**config.mk**
```make
export PLATFORM = sky130hd
export DESIGN_NAME = iova_xlate
export DESIGN_NICKNAME = d
export VERILOG_FILES = /design/src/rtl/iova_pkg.sv /design/src/rtl/iova_window.sv /design/src/rtl/iova_entry_chk.sv /design/src/rtl/iova_xlate.sv
export SDC_FILE = /design/constraint.sdc
export NUM_CORES = 1
export LEC_CHECK = 0
export ABC_AREA = 1
export BUFFER_PORTS_ARGS = -buffer_cell sky130_fd_sc_hd__buf_2
export CAP_MARGIN = 20
export CORE_ASPECT_RATIO = 1.25
export CORE_MARGIN = 2
export CORE_UTILIZATION = 30
export CTS_CLUSTER_DIAMETER = 40
export CTS_CLUSTER_SIZE = 28
export DETAILED_ROUTE_END_ITERATION = 16
export PLACE_DENSITY = 0.6
export SLEW_MARGIN = 30
export SYNTH_ARGS = -nofsm -noshare
export SYNTH_HDL_FRONTEND = slang
export SYNTH_SLANG_ARGS = --single-unit
```
**constraint.sdc**
```tcl
create_clock -name clk -period 5.4 [get_ports clk]
set_input_delay 0.54 -clock clk [delete_from_list [all_inputs] [get_ports clk]]
set_output_delay 0.54 -clock clk [all_outputs]
set_load 0.02 [all_outputs]
```
**src/rtl/iova_pkg.sv**
```systemverilog
package iova_pkg;
  typedef enum logic [2:0] {
    FLT_NONE    = 3'd0,
    FLT_RANGE   = 3'd1,
    FLT_INVALID = 3'd2,
    FLT_PROTECT = 3'd3,
    FLT_SIZE    = 3'd4
  } fault_e;

  typedef enum logic [1:0] {
    SEL_CTRL  = 2'd0,
    SEL_TBASE = 2'd1,
    SEL_FLUSH = 2'd2,
    SEL_NONE  = 2'd3
  } regsel_e;

  localparam int ENT_VALID_BIT = 63;
  localparam int ENT_BIG_BIT   = 61;
  localparam int ENT_WRITE_BIT = 1;
  localparam int CTRL_EN_BIT   = 0;
  localparam int CTRL_BIG_BIT  = 2;
  localparam int CTRL_CODE_LSB = 16;
endpackage

```
**src/rtl/iova_window.sv**
```systemverilog
module iova_window #(
  parameter int VA_W       = 32,
  parameter int PG_SH      = 13,
  parameter int CODE_W     = 3,
  parameter int MIN_WIN_SH = 23
) (
  input  logic [VA_W-1:0]       addr,
  input  logic [CODE_W-1:0]     code,
  output logic                  hit,
  output logic [VA_W-PG_SH-1:0] slot
);
  localparam logic [VA_W-1:0] ALL_ONES = '1;
  localparam int SLOT_SH = MIN_WIN_SH - PG_SH;

  logic [VA_W-1:0] base;
  logic [VA_W-1:0] off;

  always_comb begin
    base = ALL_ONES << (MIN_WIN_SH + int'(code));
    hit  = (addr >= base);
    off  = addr - base;
    slot = off[VA_W-1:PG_SH];
  end

  // an address that hits the window indexes inside the table
  always_comb begin
    if (hit) begin
      a_r4_slot_in_table: assert (int'(slot) < (1 << (SLOT_SH + int'(code))));
    end
  end
endmodule

```
**src/rtl/iova_entry_chk.sv**
```systemverilog
module iova_entry_chk
  import iova_pkg::*;
#(
  parameter int PA_W  = 41,
  parameter int PG_SH = 13
) (
  input  logic [63:0]      entry,
  input  logic             is_write,
  input  logic             big_cfg,
  input  logic [PG_SH-1:0] page_ofs,
  output fault_e           fault,
  output logic [PA_W-1:0]  paddr
);
  logic unused_entry_bits;
  assign unused_entry_bits = ^{entry[62], entry[60:PA_W], entry[PG_SH-1:2], entry[0]};

  always_comb begin
    if (!entry[ENT_VALID_BIT])                fault = FLT_INVALID;
    else if (entry[ENT_BIG_BIT] != big_cfg)   fault = FLT_SIZE;
    else if (is_write && !entry[ENT_WRITE_BIT]) fault = FLT_PROTECT;
    else                                      fault = FLT_NONE;
    paddr = {entry[PA_W-1:PG_SH], page_ofs};
  end
endmodule

```
**src/rtl/iova_xlate.sv**
```systemverilog
module iova_xlate
  import iova_pkg::*;
#(
  parameter int VA_W       = 32,
  parameter int PA_W       = 41,
  parameter int PG_SH      = 13,
  parameter int CODE_W     = 3,
  parameter int MIN_WIN_SH = 23,
  parameter int ENT_BYTES  = 8
) (
  input  logic            clk,
  input  logic            rst_n,
  input  logic            reg_we,
  input  logic [1:0]      reg_sel,
  input  logic [63:0]     reg_wdata,
  input  logic            req_valid,
  output logic            req_ready,
  input  logic [31:0]     req_addr,
  input  logic            req_write,
  output logic            rsp_valid,
  input  logic            rsp_ready,
  output logic [40:0]     rsp_paddr,
  output logic [2:0]      rsp_fault,
  output logic            mem_req_valid,
  input  logic            mem_req_ready,
  output logic [40:0]     mem_req_addr,
  input  logic            mem_rsp_valid,
  input  logic [63:0]     mem_rsp_data
);
  localparam int VPN_W  = VA_W - PG_SH;
  localparam int PPN_W  = PA_W - PG_SH;
  localparam int ENT_SH = $clog2(ENT_BYTES);

  typedef enum logic [1:0] {ST_IDLE, ST_FETCH, ST_WAIT, ST_RESP} state_e;

  state_e            state;
  logic              ctrl_en, ctrl_big;
  logic [CODE_W-1:0] ctrl_code;
  logic [PPN_W-1:0]  tbase;
  logic [VA_W-1:0]   cur_addr;
  logic              cur_wr, kill;
  logic              c_vld, c_w;
  logic [VPN_W-1:0]  c_tag;
  logic [PPN_W-1:0]  c_ppn;

  logic              win_hit;
  logic [VPN_W-1:0]  win_slot;
  fault_e            chk_fault;
  logic [PA_W-1:0]   chk_pa;
  logic              accept, wr_ctrl, wr_tbase, wr_flush;
  logic              cache_hit, inval_cache, kill_now;

  logic unused_wdata;
  assign unused_wdata = ^reg_wdata;

  iova_window #(.VA_W(VA_W), .PG_SH(PG_SH), .CODE_W(CODE_W), .MIN_WIN_SH(MIN_WIN_SH)) u_window (
    .addr(req_addr), .code(ctrl_code), .hit(win_hit), .slot(win_slot)
  );

  iova_entry_chk #(.PA_W(PA_W), .PG_SH(PG_SH)) u_chk (
    .entry(mem_rsp_data), .is_write(cur_wr), .big_cfg(ctrl_big),
    .page_ofs(cur_addr[PG_SH-1:0]), .fault(chk_fault), .paddr(chk_pa)
  );

  always_comb begin
    req_ready     = (state == ST_IDLE);
    rsp_valid     = (state == ST_RESP);
    mem_req_valid = (state == ST_FETCH);
    accept        = req_valid && req_ready;
    wr_ctrl       = reg_we && (regsel_e'(reg_sel) == SEL_CTRL);
    wr_tbase      = reg_we && (regsel_e'(reg_sel) == SEL_TBASE);
    wr_flush      = reg_we && (regsel_e'(reg_sel) == SEL_FLUSH);
    cache_hit     = c_vld && (c_tag == req_addr[VA_W-1:PG_SH]);
    inval_cache   = wr_ctrl || wr_tbase ||
                    (wr_flush && (reg_wdata[VA_W-1:PG_SH] == c_tag));
    kill_now      = wr_ctrl || wr_tbase ||
                    (wr_flush && (reg_wdata[VA_W-1:PG_SH] == cur_addr[VA_W-1:PG_SH]));
  end

  always_ff @(posedge clk) begin
    if (!rst_n) begin
      state        <= ST_IDLE;
      ctrl_en      <= 1'b0;
      ctrl_big     <= 1'b0;
      ctrl_code    <= '0;
      tbase        <= '0;
      cur_addr     <= '0;
      cur_wr       <= 1'b0;
      kill         <= 1'b0;
      c_vld        <= 1'b0;
      c_w          <= 1'b0;
      c_tag        <= '0;
      c_ppn        <= '0;
      rsp_paddr    <= '0;
      rsp_fault    <= FLT_NONE;
      mem_req_addr <= '0;
    end else begin
      if (wr_ctrl) begin
        ctrl_en   <= reg_wdata[CTRL_EN_BIT];
        ctrl_big  <= reg_wdata[CTRL_BIG_BIT];
        ctrl_code <= reg_wdata[CTRL_CODE_LSB +: CODE_W];
      end
      if (wr_tbase) tbase <= reg_wdata[PA_W-1:PG_SH];
      if (inval_cache) c_vld <= 1'b0;
      if ((state == ST_FETCH || state == ST_WAIT) && kill_now) kill <= 1'b1;

      case (state)
        ST_IDLE: if (accept) begin
          cur_addr <= req_addr;
          cur_wr   <= req_write;
          kill     <= 1'b0;
          if (!ctrl_en) begin
            rsp_paddr <= PA_W'(req_addr);
            rsp_fault <= FLT_NONE;
            state     <= ST_RESP;
          end else if (!win_hit) begin
            rsp_paddr <= '0;
            rsp_fault <= FLT_RANGE;
            state     <= ST_RESP;
          end else if (cache_hit) begin
            if (req_write && !c_w) begin
              rsp_paddr <= '0;
              rsp_fault <= FLT_PROTECT;
            end else begin
              rsp_paddr <= {c_ppn, req_addr[PG_SH-1:0]};
              rsp_fault <= FLT_NONE;
            end
            state <= ST_RESP;
          end else begin
            mem_req_addr <= {tbase, {PG_SH{1'b0}}} + (PA_W'(win_slot) << ENT_SH);
            state        <= ST_FETCH;
          end
        end
        ST_FETCH: if (mem_req_ready) state <= ST_WAIT;
        ST_WAIT: if (mem_rsp_valid) begin
          rsp_fault <= chk_fault;
          rsp_paddr <= (chk_fault == FLT_NONE) ? chk_pa : '0;
          if ((chk_fault == FLT_NONE || chk_fault == FLT_PROTECT) && !kill && !kill_now) begin
            c_vld <= 1'b1;
            c_tag <= cur_addr[VA_W-1:PG_SH];
            c_ppn <= mem_rsp_data[PA_W-1:PG_SH];
            c_w   <= mem_rsp_data[ENT_WRITE_BIT];
          end
          state <= ST_RESP;
        end
        ST_RESP: if (rsp_ready) state <= ST_IDLE;
        default: state <= ST_IDLE;
      endcase
    end
  end

  // response held under back-pressure
  a_r12_rsp_hold: assert property (@(posedge clk) disable iff (!rst_n)
    rsp_valid && !rsp_ready |=> rsp_valid && $stable(rsp_paddr) && $stable(rsp_fault));

  // entry read request held until taken
  a_r12_mem_hold: assert property (@(posedge clk) disable iff (!rst_n)
    mem_req_valid && !mem_req_ready |=> mem_req_valid && $stable(mem_req_addr));

  // no new request while a result is pending
  a_r12_busy_no_ready: assert property (@(posedge clk) disable iff (!rst_n)
    rsp_valid |-> !req_ready);

  // entry reads are entry aligned
  a_r5_entry_aligned: assert property (@(posedge clk) disable iff (!rst_n)
    mem_req_valid |-> (mem_req_addr[ENT_SH-1:0] == '0));

  // bypass answers next cycle with the raw address
  a_r3_bypass_direct: assert property (@(posedge clk) disable iff (!rst_n)
    accept && !ctrl_en |=> rsp_valid && (rsp_fault == 3'd0) &&
                           (rsp_paddr == PA_W'($past(req_addr))));

  // out-of-range requests never start a fetch
  a_r4_range_nofetch: assert property (@(posedge clk) disable iff (!rst_n)
    accept && ctrl_en && !win_hit |=> rsp_valid && (rsp_fault == 3'd1) && !mem_req_valid);
endmodule

```
# Yosys cells after proc, flatten, opt, wreduce, memory -nomap -nowiden
# Cells that the tools add are included.
[word_totals]
reg_bits = 203
inputBits = 170
elab_cells = 99
[classes]
add_sub_neg = 3
n_lt_le_gt_ge = 1
n_eq_ne = 15
shifts = 1
muxes = 33
bitwise = 1
n_reduce_logical = 30
[op_table]
columns = ["cell", "count"]
rows = [
  ["2-to-1 mux 41 bit", 7],
  ["one-hot mux 41 bit (2 select lines)", 1],
  ["== test 19 bit", 3],
  ["adder 41 x 22 -> 41 bit", 1],
  ["greater-or-equal comparator 32 bit", 1],
  ["left shift 32 x 32 -> 32 bit (first input constant)", 1],
  ["subtractor 32 bit", 1],
  ["2-to-1 mux 3 bit", 7],
  ["2-to-1 mux 2 bit", 9],
  ["logical AND 1 bit", 12],
  ["one-hot mux 2 bit (4 select lines)", 1],
  ["AND reduction 4 bit", 2],
  ["2-to-1 mux 1 bit", 7],
  ["adder 5 x 3 -> 6 bit (first input constant)", 1],
  ["== test 2 bit (second input constant)", 3],
  ["inequality test 2 x 1 -> 1 bit (second input constant)", 3],
  ["one-hot mux 3 bit (2 select lines)", 1],
  ["logical OR 1 bit", 5],
  ["AND reduction 5 bit", 1],
  ["== test 2 x 1 -> 1 bit (second input constant)", 2],
  ["logical NOT 1 bit", 4],
  ["logical NOT 2 bit", 2],
  ["inequality test 4 x 3 -> 1 bit (second input constant)", 1],
  ["== test 3 x 2 -> 1 bit (second input constant)", 1],
  ["other kinds (7)", 7],
]

# Logic depth before layout (Yosys ltp)
# Gate-level depths: netlist (run 1).
[logic_depth]
word_depth = 12
ltp_mapped = 28
mapped_depth_nobuf = 28

# Hierarchy
# A second synthesis (run 1) with hierarchy kept.
[unflattened]
hier_cells = 1981
hier_area_um2 = 12345.6
[by_module_without_submodules]
columns = ["module", "n_inst", "cells_each", "area_per_inst_um2", "seq_area_each_um2"]
rows = [
  ["iova_xlate", 1, 1686, 10736.5, 4003.8],
  ["iova_window", 1, 243, 1242.4, 0.0],
  ["iova_entry_chk", 1, 52, 366.6, 0.0],
]

# Worst setup path before layout (run 1)
# OpenSTA, ideal clock, no wires.
[synth_path]
path_kind = "register to register"
startpoint = "reg ctrl_code[0]"
endpoint = "reg mem_req_addr[39]"
setup_ps = 112
t_arrival_ps = 3704
t_required_ps = 5288
path_slack_ps = 1585
path_stages_with_launch = 24
path_buffers = 0
synth_period_minus_slack_ps = 3815
path_cell_list = "dfxtp_1 > inv_1 > ha_1 > xnor2_1 > o21ai_0 > ha_1 > a21o_1 > a21oi_1 > nand2_1 > a21boi_0 > o21ai_0 > xor2_1 > ha_1 > nand2_1 > inv_1 > nand2_1 > o21ai_0 > nand2_1 > nand2_1 > nand2_1 > nand2_1 > nand2_1 > nor2_1 > nor2_1"
[synth_via]
elab_chain_cells = 4
[synth_lines]
columns = ["item", "line", "text"]
rows = [
  ["from (decl)", "iova_xlate.sv:38", "logic [CODE_W-1:0] ctrl_code;"],
  ["from (signal assigned)", "iova_xlate.sv:101", "ctrl_code <= reg_wdata[CTRL_CODE_LSB +: CODE_W];"],
  ["adder 5 x 3 -> 6 bit *", "iova_window.sv:19", "base = ALL_ONES << (MIN_WIN_SH + int'(code));"],
  ["left shift 32 x 32 -> 32 bit *", "iova_window.sv:19", ""],
  ["subtractor 32 bit or greater-or-equal comparator 32 bit (tied branches)", "iova_window.sv:21, iova_window.sv:20", ""],
  ["adder 41 x 22 -> 41 bit or AND reduction 5 bit (tied branches)", "--", ""],
  ["to (signal assigned)", "iova_xlate.sv:130", "mem_req_addr <= {tbase, {PG_SH{1'b0}}} + (PA_W'(win_slot) << ENT_SH);"],
  ["to (decl)", "iova_xlate.sv:26", "output logic [40:0] mem_req_addr,"],
]
# Mark *: on every way between the ends. The rest lies on a longest branch, timed or not.
# A chain may end at the register's enable or synchronous reset.

# Worst setup path in the final report (run 1)
[layout_path]
startpoint = "reg ctrl_code[2]"
endpoint = "reg mem_req_addr[39]"
# Same word-level chain as after synthesis.

==> impl_results.md, run 1 <==
* Status: finished, final reports clean
* Final Max Tran Viols at 0
* Count of final hold-check violations at 0
* Die Y at 222 µm
* Fillers at 4093
* Most used DFF post-synth: dfxtp_1
* CTS tree: done
* # hold bufs at CTS at 0
* Post-synth EDFFs at 0
* PwrDens at 402 mW/mm²
* Critical Path RT at 5.76 ns
* DR WL/cell at 14.9 µm
* Die Area at 0.0398 mm²
* Die width at 179 µm
* Worst IR drop on VDD at 0.237 mV
* Setup-failing EPs final at 0
* Max-cap violations at 0
* Most common library cell in the layout ignoring fill and taps: nand2_1
* Cell Chain, Critical Path: nor2_1 > inv_1 > nor2_1 > o21ai_0 > ha_1 > a21o_1 > a21oi_1 > nand2_1 > a21boi_0 > o21ai_0 > xor2_1 > ha_1 > nand2_1 > inv_1 > nand2_1 > o21ai_0 > nand2_1 > nand2_1 > nand2_1 > nand2_1 > nand2_1 > nor2_1 > nor2_1
* Area grow syn2layout at 17.1%
* Finished Core Util at 0.353
* Cells after synthesis at 1843
* Syn Area/Cell at 6.21 µm²
* Synthesis warning total at 0
* Clock latency on the worst-skew pair at 0.46 ns
* Crit path max fanout at 10
* Wirelength, routed at 37100 µm
* CP Class: reg -> reg
* Commonest non-fill, non-tap cells in the layout: nand2_1, nor2_1, inv_1, dfxtp_1, buf_2
* Worst R2R Path Depth at 23
* Endpoint class of the critical path: flop
* First-pass GRT wire length at 57900 µm
* Setup TNS at 0 ns
* CTS root buf: clkbuf_16
* Startpoint Class: flop
* Placed cell count at 2456
* Worst stage delay on the critical path at 0.43 ns
* Fin crit share at 0.834
* Achievable Freq at 222 MHz
* Hold path depth at 3
* Hold crit path type: in -> reg
* Design Area, Final at 0.0134 mm²
* Initial Utilization at 0.302
* Pin count of the biggest net entering global routing at 85
* Worst Max-Slew Pin Slew at 0.861 ns
* GRT Util Overall at 0.188
* Share of cells above drive strength 1 at 0.124
* CTS Sinks at 200
* Async set-or-reset flop fraction in the synthesized netlist at 0
* RSZ-0062 raised after global routing: false
* # nets final at 2185
* Number of remaining DRC errors at 0
* Setup bufs post-CTS at 0
* Reg2Reg Setup Slack at 0.90 ns
* Max Root-Sink Buffers at 2
* Clock-pin slew of the registers on the worst-case setup and hold paths at 0.08 ns
* H-tree Lvls at 4
* DR pass1 iterations at 5
* # rows at 80
* Synthesis-stage register bit count at 200
* Initial antenna violation count at 7
* Total gr overflow at 0
* Iter 0 DRT Violations at 702
* Seq/Total Area, Yosys at 0.350
* Relative slew slack at 0.424
* Post-synth cell types at 40
* IO buf count at 187
* DP HPWL at 27600 µm
* Num CTS Buffers at 17
* Vias at 11500
* Vias in the first global route at 10700
* Arrival time at the worst endpoint at 4.86 ns
* Leakage power at 6.70 nW
* Post-Layout Cell Count at 2491
* RePlAce Congestion at 0.915
* CP max stage cell: nor2_1
* DR vias/cell at 4.61
* Cell mode on critical path: nand2_1
* Clock Skew at 0.0143 ns
* Minimum clock period at 4.50 ns
* Antenna Nets Post-Route at 0
* IO Count at 258
* Post-Syn Area at 0.0114 mm²
* PostCTS Resize Cnt at 0
* Area post-placement at 0.0128 mm²
* Floorplan Core Area at 0.0379 mm²
==> cell type report <==
| type | count | area (µm²) | area share |
|---|---|---|---|
| flip-flops and latches | 200 | 4000 | 0.299 |
| clock buffers | 17 | 425 | 0.0317 |
| clock inverters | 14 | 183 | 0.0136 |
| well taps | 492 | 616 | 0.0459 |
| repair buffers | 203 | 1070 | 0.0799 |
| diodes | 4 | 10.0 | 0.000747 |
| inverters | 206 | 773 | 0.0577 |
| multi-input cells | 1355 | 6320 | 0.472 |
==> flip-flops by register name (all words and copies together) (netlist names) <==
name          count
mem_req_addr     38
rsp_fault         3
kill              1
state             2
tbase            28
ctrl_en           1
cur_addr         32
rsp_paddr        41
c_tag            19
ctrl_code         3
c_ppn            28
c_w               1
c_vld             1
ctrl_big          1
cur_wr            1
==> cells in the mapped netlist (all sizes together), types with 2 or more instances <==
| master | instances | area (µm²) |
|---|---|---|
| a21o | 3 | 22.5 |
| a21oi | 93 | 465 |
| and3 | 2 | 12.5 |
| buf | 30 | 166 |
| clkbuf | 54 | 203 |
| clkinv | 3 | 11.3 |
| dfxtp | 200 | 4000 |
| ha | 31 | 388 |
| inv | 203 | 762 |
| nand2 | 473 | 1780 |
| nand3 | 94 | 480 |
| nand3b | 2 | 15.0 |
| nand4 | 17 | 121 |
| nor2 | 406 | 1530 |
| nor3 | 13 | 70.1 |
| nor3b | 3 | 22.5 |
| nor4 | 5 | 31.3 |
| o21ai | 128 | 641 |
| o21bai | 4 | 30.0 |
| xnor2 | 34 | 305 |
| xor2 | 37 | 324 |
==> logic make-up after synthesis <==
logic type	share of synthesized area
simple gates	0.355
flops	0.350
other cells	0.000328
xor+xnor	0.0550
buf+inv	0.0998
compound gates	0.105
fa+ha+maj	0.0356
==> critical path: cells and delay by family (launching register included) <==
kind / cells / cell delay (ns)
adders and majority gates: 2 / 0.73
DFF: 1 / 0.36
and+or+nand+nor: 12 / 1.41
AOI/OAI and AO/OA: 6 / 1.61
xor gates and xnor gates: 1 / 0.17
buffers and inverters: 2 / 0.13
==> routing by layer <==
metal | track usage | part of all wire
met2 | 0.318 | 0.48
met5 | 0 | 0.00065
met1 | 0.223 | 0.42
met3 | 0.0380 | 0.052
met4 | 0.0926 | 0.043
==> final timing paths <==
check / start / endpoint
setup / recovery: ctrl_code[2]$_SDFFE_PN0P_ / mem_req_addr[39]$_SDFFE_PN0P_
setup reg to reg: ctrl_code[2]$_SDFFE_PN0P_ / mem_req_addr[39]$_SDFFE_PN0P_
hold reg to reg: tbase[27]$_SDFFE_PN0P_ / tbase[27]$_SDFFE_PN0P_
hold / removal: reg_wdata[2] / ctrl_big$_SDFFE_PN0P_
==> stage by stage <==
stage / power, W / hold slack [ns] / setup WS [ns]
floorplan: 0.00345 / 0.438 / 1.58
global placement: 0.00403 / 0.451 / 0.864
detailed placement: 0.00406 / 0.458 / 0.900
CTS: 0.00547 / 0.283 / 0.866
global route: 0.00580 / 0.309 / 0.375
finish: 0.00539 / 0.305 / 0.896
==> where the power goes <==
| group | total, W | internal [W] | leakage (nW) | switching (W) |
|---|---|---|---|---|
| sequential | 0.00190 | 0.00174 | 1.63 | 0.000155 |
| clock | 0.00137 | 0.000704 | 0.299 | 0.000663 |
| combinational | 0.00212 | 0.000703 | 4.77 | 0.00142 |
| total | 0.00539 | 0.00315 | 6.70 | 0.00224 |
Power figures use the tool's default switching activity.
==> run 2, diff against run 1 <==
- ABC_AREA: 1 -> 0
- PLACE_DENSITY: 0.6 -> 0.63
- clock period: 5.4 -> 3.65 ns (I/O delays scaled with it)
==> impl_results.md, run 2 <==
* Post-synth cell types at 61 (+53%)
* Area grow syn2layout at 34.2%
* Leakage power at 5.62 nW (-16%)
* CP max stage cell: or4_4
* First-pass GRT wire length at 46400 µm (-20%)
* Setup-failing EPs final at 20 (+20)
* CTS root buf: clkbuf_16
* Placed cell count at 1734 (-29%)
* Max Root-Sink Buffers at 2 (unchanged)
* Synth area leader: dfxtp_1
* Syn Area/Cell at 8.56 µm² (+38%)
* Fillers at 3191 (-22%)
* CTS Sinks at 200 (unchanged)
* RR Endpoint: mem_req_addr[38]$_SDFFE_PN0P_
* Post-Syn Area at 0.00957 mm² (-16%)
* Vias in the first global route at 8464 (-21%)
* H-tree Lvls at 4 (unchanged)
* Clock Skew at 0.0106 ns (-0.00374 ns)
* Antenna Nets Post-Route at 0 (unchanged)
* Minimum clock period at 4.13 ns (-0.378 ns)
* Cell mode on critical path: ha_4
* HP Start: reg_wdata[34]
* Cell Chain, Critical Path: inv_2 > ha_4 > xnor2_4 > o21ai_2 > ha_4 > or4_4 > o221ai_4 > a21oi_2 > and2_4 > o21a_1 > nor2_2 > xnor2_2 > ha_4 > buf_6 > nand3_4 > o2111ai_4 > a41oi_4 > buf_6 > buf_4 > nor3_2 > xnor2_1 > a21oi_1
* Die Area at 0.0333 mm² (-16%)
* Fin crit share at 1.13 (+0.296)
* Hold crit path type: in -> reg
* DP HPWL at 22200 µm (-20%)
* Hold-critical path endpoint: tbase[21]$_SDFFE_PN0P_
* Async set-or-reset flop fraction in the synthesized netlist at 0 (unchanged)
* Synthesis-stage register bit count at 200 (unchanged)
* Worst stage delay on the critical path at 0.49 ns (+0.06 ns)
* Initial Utilization at 0.303 (+0.000935)
* PwrDens at 552 mW/mm² (+37%)
* Cells after synthesis at 1117 (-39%)
* Endpoint class of the critical path: flop
* Crit Reg-Reg Startpoint: ctrl_code[1]$_SDFFE_PN0P_
* Share of cells above drive strength 1 at 0.313 (+0.189)
* Worst R2R Path Depth at 22 (-4.3%)
* Initial antenna violation count at 7 (unchanged)
* # rows at 73 (-8.8%)
* Hold path depth at 3 (unchanged)
* Achievable Freq at 242 MHz (+9.2%)
* Worst IR drop on VDD at 0.322 mV (+36%)
* Post-Layout Cell Count at 1791 (-28%)
* Finished Core Util at 0.406 (+0.0529)
* Count of final hold-check violations at 0 (unchanged)
* Relative slew slack at 0.379 (-0.0442)
* CP Class: reg -> reg
* Pin count of the biggest net entering global routing at 86 (+1.2%)
* Final Max Tran Viols at 0 (unchanged)
* Top post-synthesis cells by area: dfxtp_1, mux2i_1, a21oi_1
* Reg2Reg Setup Slack at -0.48 ns (-1.37 ns)
* RSZ-0062 raised after global routing: true
* Number of remaining DRC errors at 0 (unchanged)
* # nets final at 1563 (-28%)
* Most frequent cell after synthesis: dfxtp_1
* IO Count at 258 (unchanged)
* Largest Register: rsp_paddr
* Largest registers: rsp_paddr x41, mem_req_addr x38, cur_addr x32
* Wirelength, routed at 31100 µm (-16%)
* Commonest non-fill, non-tap cells in the layout: dfxtp_1, buf_2, nand2_1
* Arrival time at the worst endpoint at 4.46 ns (-0.40 ns)
* Clock-pin slew of the registers on the worst-case setup and hold paths at 0.08 ns (about the same)
* Die Y at 204 µm (-8.4%)
* Synth top cells by count: dfxtp_1, nand2_1, nor2_1
* RePlAce Congestion at 0.864 (-5.6%)
* DR WL/cell at 17.4 µm (+17%)
* Worst Max-Slew Pin Slew at 0.931 ns (+0.0695 ns)
* Die width at 164 µm (-8.4%)
* Crit path max fanout at 6 (-4)
* Synthesis warning total at 0 (unchanged)
* Status: complete, but fails checks
* Floorplan Core Area at 0.0316 mm² (-17%)
* Clock latency on the worst-skew pair at 0.44 ns (-0.02 ns)
* Most common library cell in the layout ignoring fill and taps: dfxtp_1
* Share of Yosys cell area claimed by the top area cell type at 0.419 (+0.0688)
* Max reg flops at 41 (unchanged)
* Startpoint Class: flop
* DR vias/cell at 4.99 (+8.4%)
* DR pass1 iterations at 6 (+1)
* CTS tree: done
* Critical Path RT at 3.99 ns (-1.77 ns)
* GRT Util Overall at 0.180 (-0.00752)
* # hold bufs at CTS at 0 (unchanged)
* Failing checks: negative setup slack
* Total gr overflow at 0 (unchanged)
* Max-cap violations at 0 (unchanged)
* Seq/Total Area, Yosys at 0.419 (+0.0688)
* Most used DFF post-synth: dfxtp_1
* Num CTS Buffers at 17 (unchanged)
* IO buf count at 187 (unchanged)
* Vias at 8942 (-22%)
* Post-synth EDFFs at 0 (unchanged)
* Final setup margin at -0.476 ns (-1.37 ns)
* Iter 0 DRT Violations at 588 (-16%)
## run 2: how the worst max path moves through the flow
| stage | start | endpoint | slack [ns] |
|---|---|---|---|
| after floorplan | ctrl_code[0]$_SDFFE_PN0P_ | mem_req_addr[27]$_SDFFE_PN0P_ | -0.45 |
| after global placement | ctrl_code[1]$_SDFFE_PN0P_ | mem_req_addr[27]$_SDFFE_PN0P_ | -0.53 |
| after detailed placement | ctrl_code[1]$_SDFFE_PN0P_ | mem_req_addr[27]$_SDFFE_PN0P_ | -0.67 |
| after CTS | ctrl_code[1]$_SDFFE_PN0P_ | mem_req_addr[37]$_SDFFE_PN0P_ | -0.35 |
| after global routing | ctrl_code[1]$_SDFFE_PN0P_ | mem_req_addr[38]$_SDFFE_PN0P_ | -0.65 |
| final | ctrl_code[1]$_SDFFE_PN0P_ | mem_req_addr[38]$_SDFFE_PN0P_ | -0.48 |
## run 2: worst max-delay path, delay by kind of cell, from the launching register on
kind                     cells  cell delay, ns
AO/OA/AOI/OAI                7            1.11
AND/OR/NAND/NOR              5            0.99
adder cells (fa/ha/maj)      3            0.65
buffers and inverters        4            0.47
XOR/XNOR                     3            0.42
flip-flops                   1            0.35
## run 2: final cells by class
type / instances / area, µm² / area share
Antenna cell: 5 / 12.5 / 0.000974
Tap cell: 412 / 515 / 0.0401
Clock buffer: 18 / 429 / 0.0334
Sequential cell: 200 / 4010 / 0.312
Timing Repair Buffer: 298 / 1910 / 0.148
Multi-Input combinational cell: 822 / 5750 / 0.448
Inverter: 22 / 87.6 / 0.00682
Clock inverter: 14 / 133 / 0.0103
## run 2: per-layer routing
metal	vias up	GRT usage	share of wire
li1	4386	-	-
met1	4249	0.221	0.42
met2	249	0.308	0.50
met3	54	0.0362	0.051
met4	4	0.0695	0.028
met5	-	0	0.00077
## run 2: logic make-up after synthesis
kind of cell    count (synthesis)  share of synthesized area
other cells                     1                   0.000392
simple gates                  351                      0.157
buf+inv                        97                     0.0456
compound gates                273                      0.178
xor+xnor                       97                     0.0888
mux                            66                     0.0691
flops                         200                      0.419
fa+ha+maj                      32                     0.0426
## run 2: what timing repair did
action / 4_1_cts / 5_1_grt
resized for setup: 46 / 45
setup buffers: 10 / 10
cloned: 1 / 0
endpoints found under the setup margin: 23 / 47
pin swaps: 35 / 33
## run 2: report_power, final
group	total [W]	switching, W	internal, W
combinational	0.00253	0.00155	0.000980
sequential	0.00270	0.000182	0.00252
clock	0.00185	0.000949	0.000905
total	0.00709	0.00268	0.00441
## run 2: per-stage QoR
stage                     power, W  area (µm²)  hold slack [ns]  setup TNS, ns  setup slack [ns]
after floorplan            0.00424        9770            0.436          -5.61            -0.449
after global placement     0.00507       11600            0.442          -8.50            -0.534
after detailed placement   0.00510       11600            0.447         -11.05            -0.668
after CTS                  0.00705       12500            0.138          -6.02            -0.352
after global routing       0.00749       12800            0.139         -11.84            -0.647
final                      0.00709       12800            0.156          -7.57            -0.476
==> run 3, diff against run 2 <==
- CTS_BUF_LIST: default -> sky130_fd_sc_hd__clkbuf_16
==> impl_results.md, run 3 (synthesized netlist as in run 2, its figures left out) <==
* Status: complete, but fails checks
* Failing checks: negative setup slack
* Relative slew slack at 0.380 (about the same)
* Max-cap violations at 0 (unchanged)
* Clock Skew at 0.0103 ns (-0.000304 ns)
* Startpoint Class: flop
* Met1 usage at 0.221 (unchanged)
* HP Start: reg_wdata[34]
* Fin crit share at 1.13 (about the same)
* DR vias/cell at 4.99 (about the same)
* Num CTS Buffers at 17 (unchanged)
* Worst Max-Slew Pin Slew at 0.931 ns (-0.000316 ns)
* Die Y at 204 µm (unchanged)
* Initial Utilization at 0.303 (unchanged)
* CP Class: reg -> reg
* First-pass GRT wire length at 46400 µm (unchanged)
* Wirelength, routed at 31100 µm (about the same)
* Most crowded layer after global routing: met2
* Floorplan Core Area at 0.0316 mm² (unchanged)
* Max reg flops at 41 (unchanged)
* IO Count at 258 (unchanged)
* Final Max Tran Viols at 0 (unchanged)
* Arrival time at the worst endpoint at 4.46 ns (about the same)
* RR Endpoint: mem_req_addr[38]$_SDFFE_PN0P_
* Design Area, Final at 0.0128 mm² (unchanged)
* CTS Sinks at 200 (unchanged)
* H-tree Lvls at 4 (unchanged)
* DR WL/cell at 17.4 µm (about the same)
* # nets final at 1563 (unchanged)
* Post-Place Setup Slack at -0.668 ns (unchanged)
* RSZ-0062 raised after global routing: true
* M2 GR Usage at 0.308 (unchanged)
* IO buf count at 187 (unchanged)
* Area grow syn2layout at 34.2% (unchanged)
* Pin count of the biggest net entering global routing at 86 (unchanged)
* Count of final hold-check violations at 0 (unchanged)
* Worst R2R Path Depth at 22 (unchanged)
* Leakage power at 5.62 nW (about the same)
* GRT Util Overall at 0.180 (unchanged)
* Largest registers: rsp_paddr x41, mem_req_addr x38, cur_addr x32
* Iter 0 DRT Violations at 592 (+0.68%)
* Clock latency on the worst-skew pair at 0.44 ns (about the same)
* Total gr overflow at 0 (unchanged)
* Critical Path RT at 3.99 ns (about the same)
* Max Root-Sink Buffers at 2 (unchanged)
* Largest Register: rsp_paddr
* DP HPWL at 22200 µm (unchanged)
* CTS tree: done
* Crit path max fanout at 6 (unchanged)
* Hold crit path type: in -> reg
* Vias at 8945 (+0.034%)
* Hold path depth at 3 (unchanged)
* Worst hold slack at 0.156 ns (+0.000119 ns)
* Vias in the first global route at 8464 (unchanged)
* Most common library cell in the layout ignoring fill and taps: dfxtp_1
* RePlAce Congestion at 0.864 (unchanged)
* Clock-pin slew of the registers on the worst-case setup and hold paths at 0.08 ns (about the same)
* Antenna Nets Post-Route at 0 (unchanged)
* Crit Reg-Reg Startpoint: ctrl_code[1]$_SDFFE_PN0P_
* Share of cells above drive strength 1 at 0.313 (unchanged)
* Worst IR drop on VDD at 0.322 mV (about the same)
* Reg2Reg Setup Slack at -0.48 ns (about the same)
* Initial antenna violation count at 7 (unchanged)
* Achievable Freq at 242 MHz (unchanged)
* Setup-failing EPs final at 20 (unchanged)
* Die Area at 0.0333 mm² (unchanged)
* Fillers at 3191 (unchanged)
* CTS root buf: clkbuf_16
* Number of remaining DRC errors at 0 (unchanged)
* Commonest non-fill, non-tap cells in the layout: dfxtp_1, buf_2, nand2_1
* Area post-placement at 0.0116 mm² (unchanged)
* # rows at 73 (unchanged)
* Endpoint class of the critical path: flop
* Final setup margin at -0.476 ns (-0.00000900 ns)
* PwrDens at 552 mW/mm² (about the same)
* Die width at 164 µm (unchanged)
* DR pass1 iterations at 6 (unchanged)
* Met3 Usage GRT at 0.0362 (unchanged)
* Minimum clock period at 4.13 ns (+0.00000900 ns)
* Hold-critical path endpoint: tbase[21]$_SDFFE_PN0P_
[run 3: cell count changes in the layout (fill, tap and decap cells not counted), sizes merged]
cell	before	now
inv	29	30
clkbuf	18	17
[run 3: what timing repair did]
action                     4_1_cts  5_1_grt
hold buffers                     0        0
gates resized for setup         46       45
pin swaps                       35       33
setup endpoints to repair       23       47
setup buffers                   10       10
cloned                           1        0
[run 3: where the power goes]
group,switching (W),internal (W),leakage [nW]
Sequential,0.000182,0.00252,1.63
Combinational,0.00155,0.000980,3.72
Clock,0.000949,0.000903,0.272
[run 3: worst max path at each step]
stage                                         end  slack [ns]                      start  depth (start not counted)
floorplan           mem_req_addr[27]$_SDFFE_PN0P_       -0.45  ctrl_code[0]$_SDFFE_PN0P_                         21
global placement    mem_req_addr[27]$_SDFFE_PN0P_       -0.53  ctrl_code[1]$_SDFFE_PN0P_                         21
detailed placement  mem_req_addr[27]$_SDFFE_PN0P_       -0.67  ctrl_code[1]$_SDFFE_PN0P_                         21
CTS                 mem_req_addr[37]$_SDFFE_PN0P_       -0.35  ctrl_code[1]$_SDFFE_PN0P_                         21
global route        mem_req_addr[38]$_SDFFE_PN0P_       -0.65  ctrl_code[1]$_SDFFE_PN0P_                         22
finish              mem_req_addr[38]$_SDFFE_PN0P_       -0.48  ctrl_code[1]$_SDFFE_PN0P_                         22
[run 3: routing by layer]
layer / vias to the layer above / wire length (µm) / share of wire
li1: 4386 / - / -
met2: 246 / 15600 / 0.50
met4: 4 / 882 / 0.028
met5: - / 24 / 0.00077
met1: 4256 / 13100 / 0.42
met3: 53 / 1570 / 0.050
[run 3: final cells by class]
class,count,area (µm²),share of cell area
Clock inverter,15,136,0.0106
Clock buffer,17,425,0.0331
Inverter,22,87.6,0.00682
Antenna cell,5,12.5,0.000974
Multi-Input combinational cell,822,5750,0.448
Sequential cell,200,4010,0.312
Tap cell,412,515,0.0401
Timing Repair Buffer,298,1910,0.148
[run 3: worst max-delay path, stage by stage, from the launching register on]
cell	delay, ns
dfxtp_2	0.35
inv_2	0.05
ha_4	0.17
xnor2_4	0.17
o21ai_2	0.12
ha_4	0.18
or4_4	0.49
o221ai_4	0.19
a21oi_2	0.08
and2_4	0.15
o21a_1	0.17
nor2_2	0.14
xnor2_2	0.11
ha_4	0.30
buf_6	0.12
nand3_4	0.09
o2111ai_4	0.22
a41oi_4	0.25
buf_6	0.18
buf_4	0.12
nor3_2	0.12
xnor2_1	0.14
a21oi_1	0.08
[run 3: through the flow]
stage | power (W) | util | instances | TNS, ns
6_report | 0.00709 | 0.406 | 1791 | -7.57
2_1_floorplan | 0.00424 | - | 1119 | -5.61
3_3_place_gp | 0.00507 | 0.368 | 1734 | -8.50
3_5_place_dp | 0.00510 | 0.368 | 1734 | -11.05
4_1_cts | 0.00704 | 0.396 | 1777 | -6.02
5_1_grt | 0.00748 | 0.406 | 1791 | -11.84
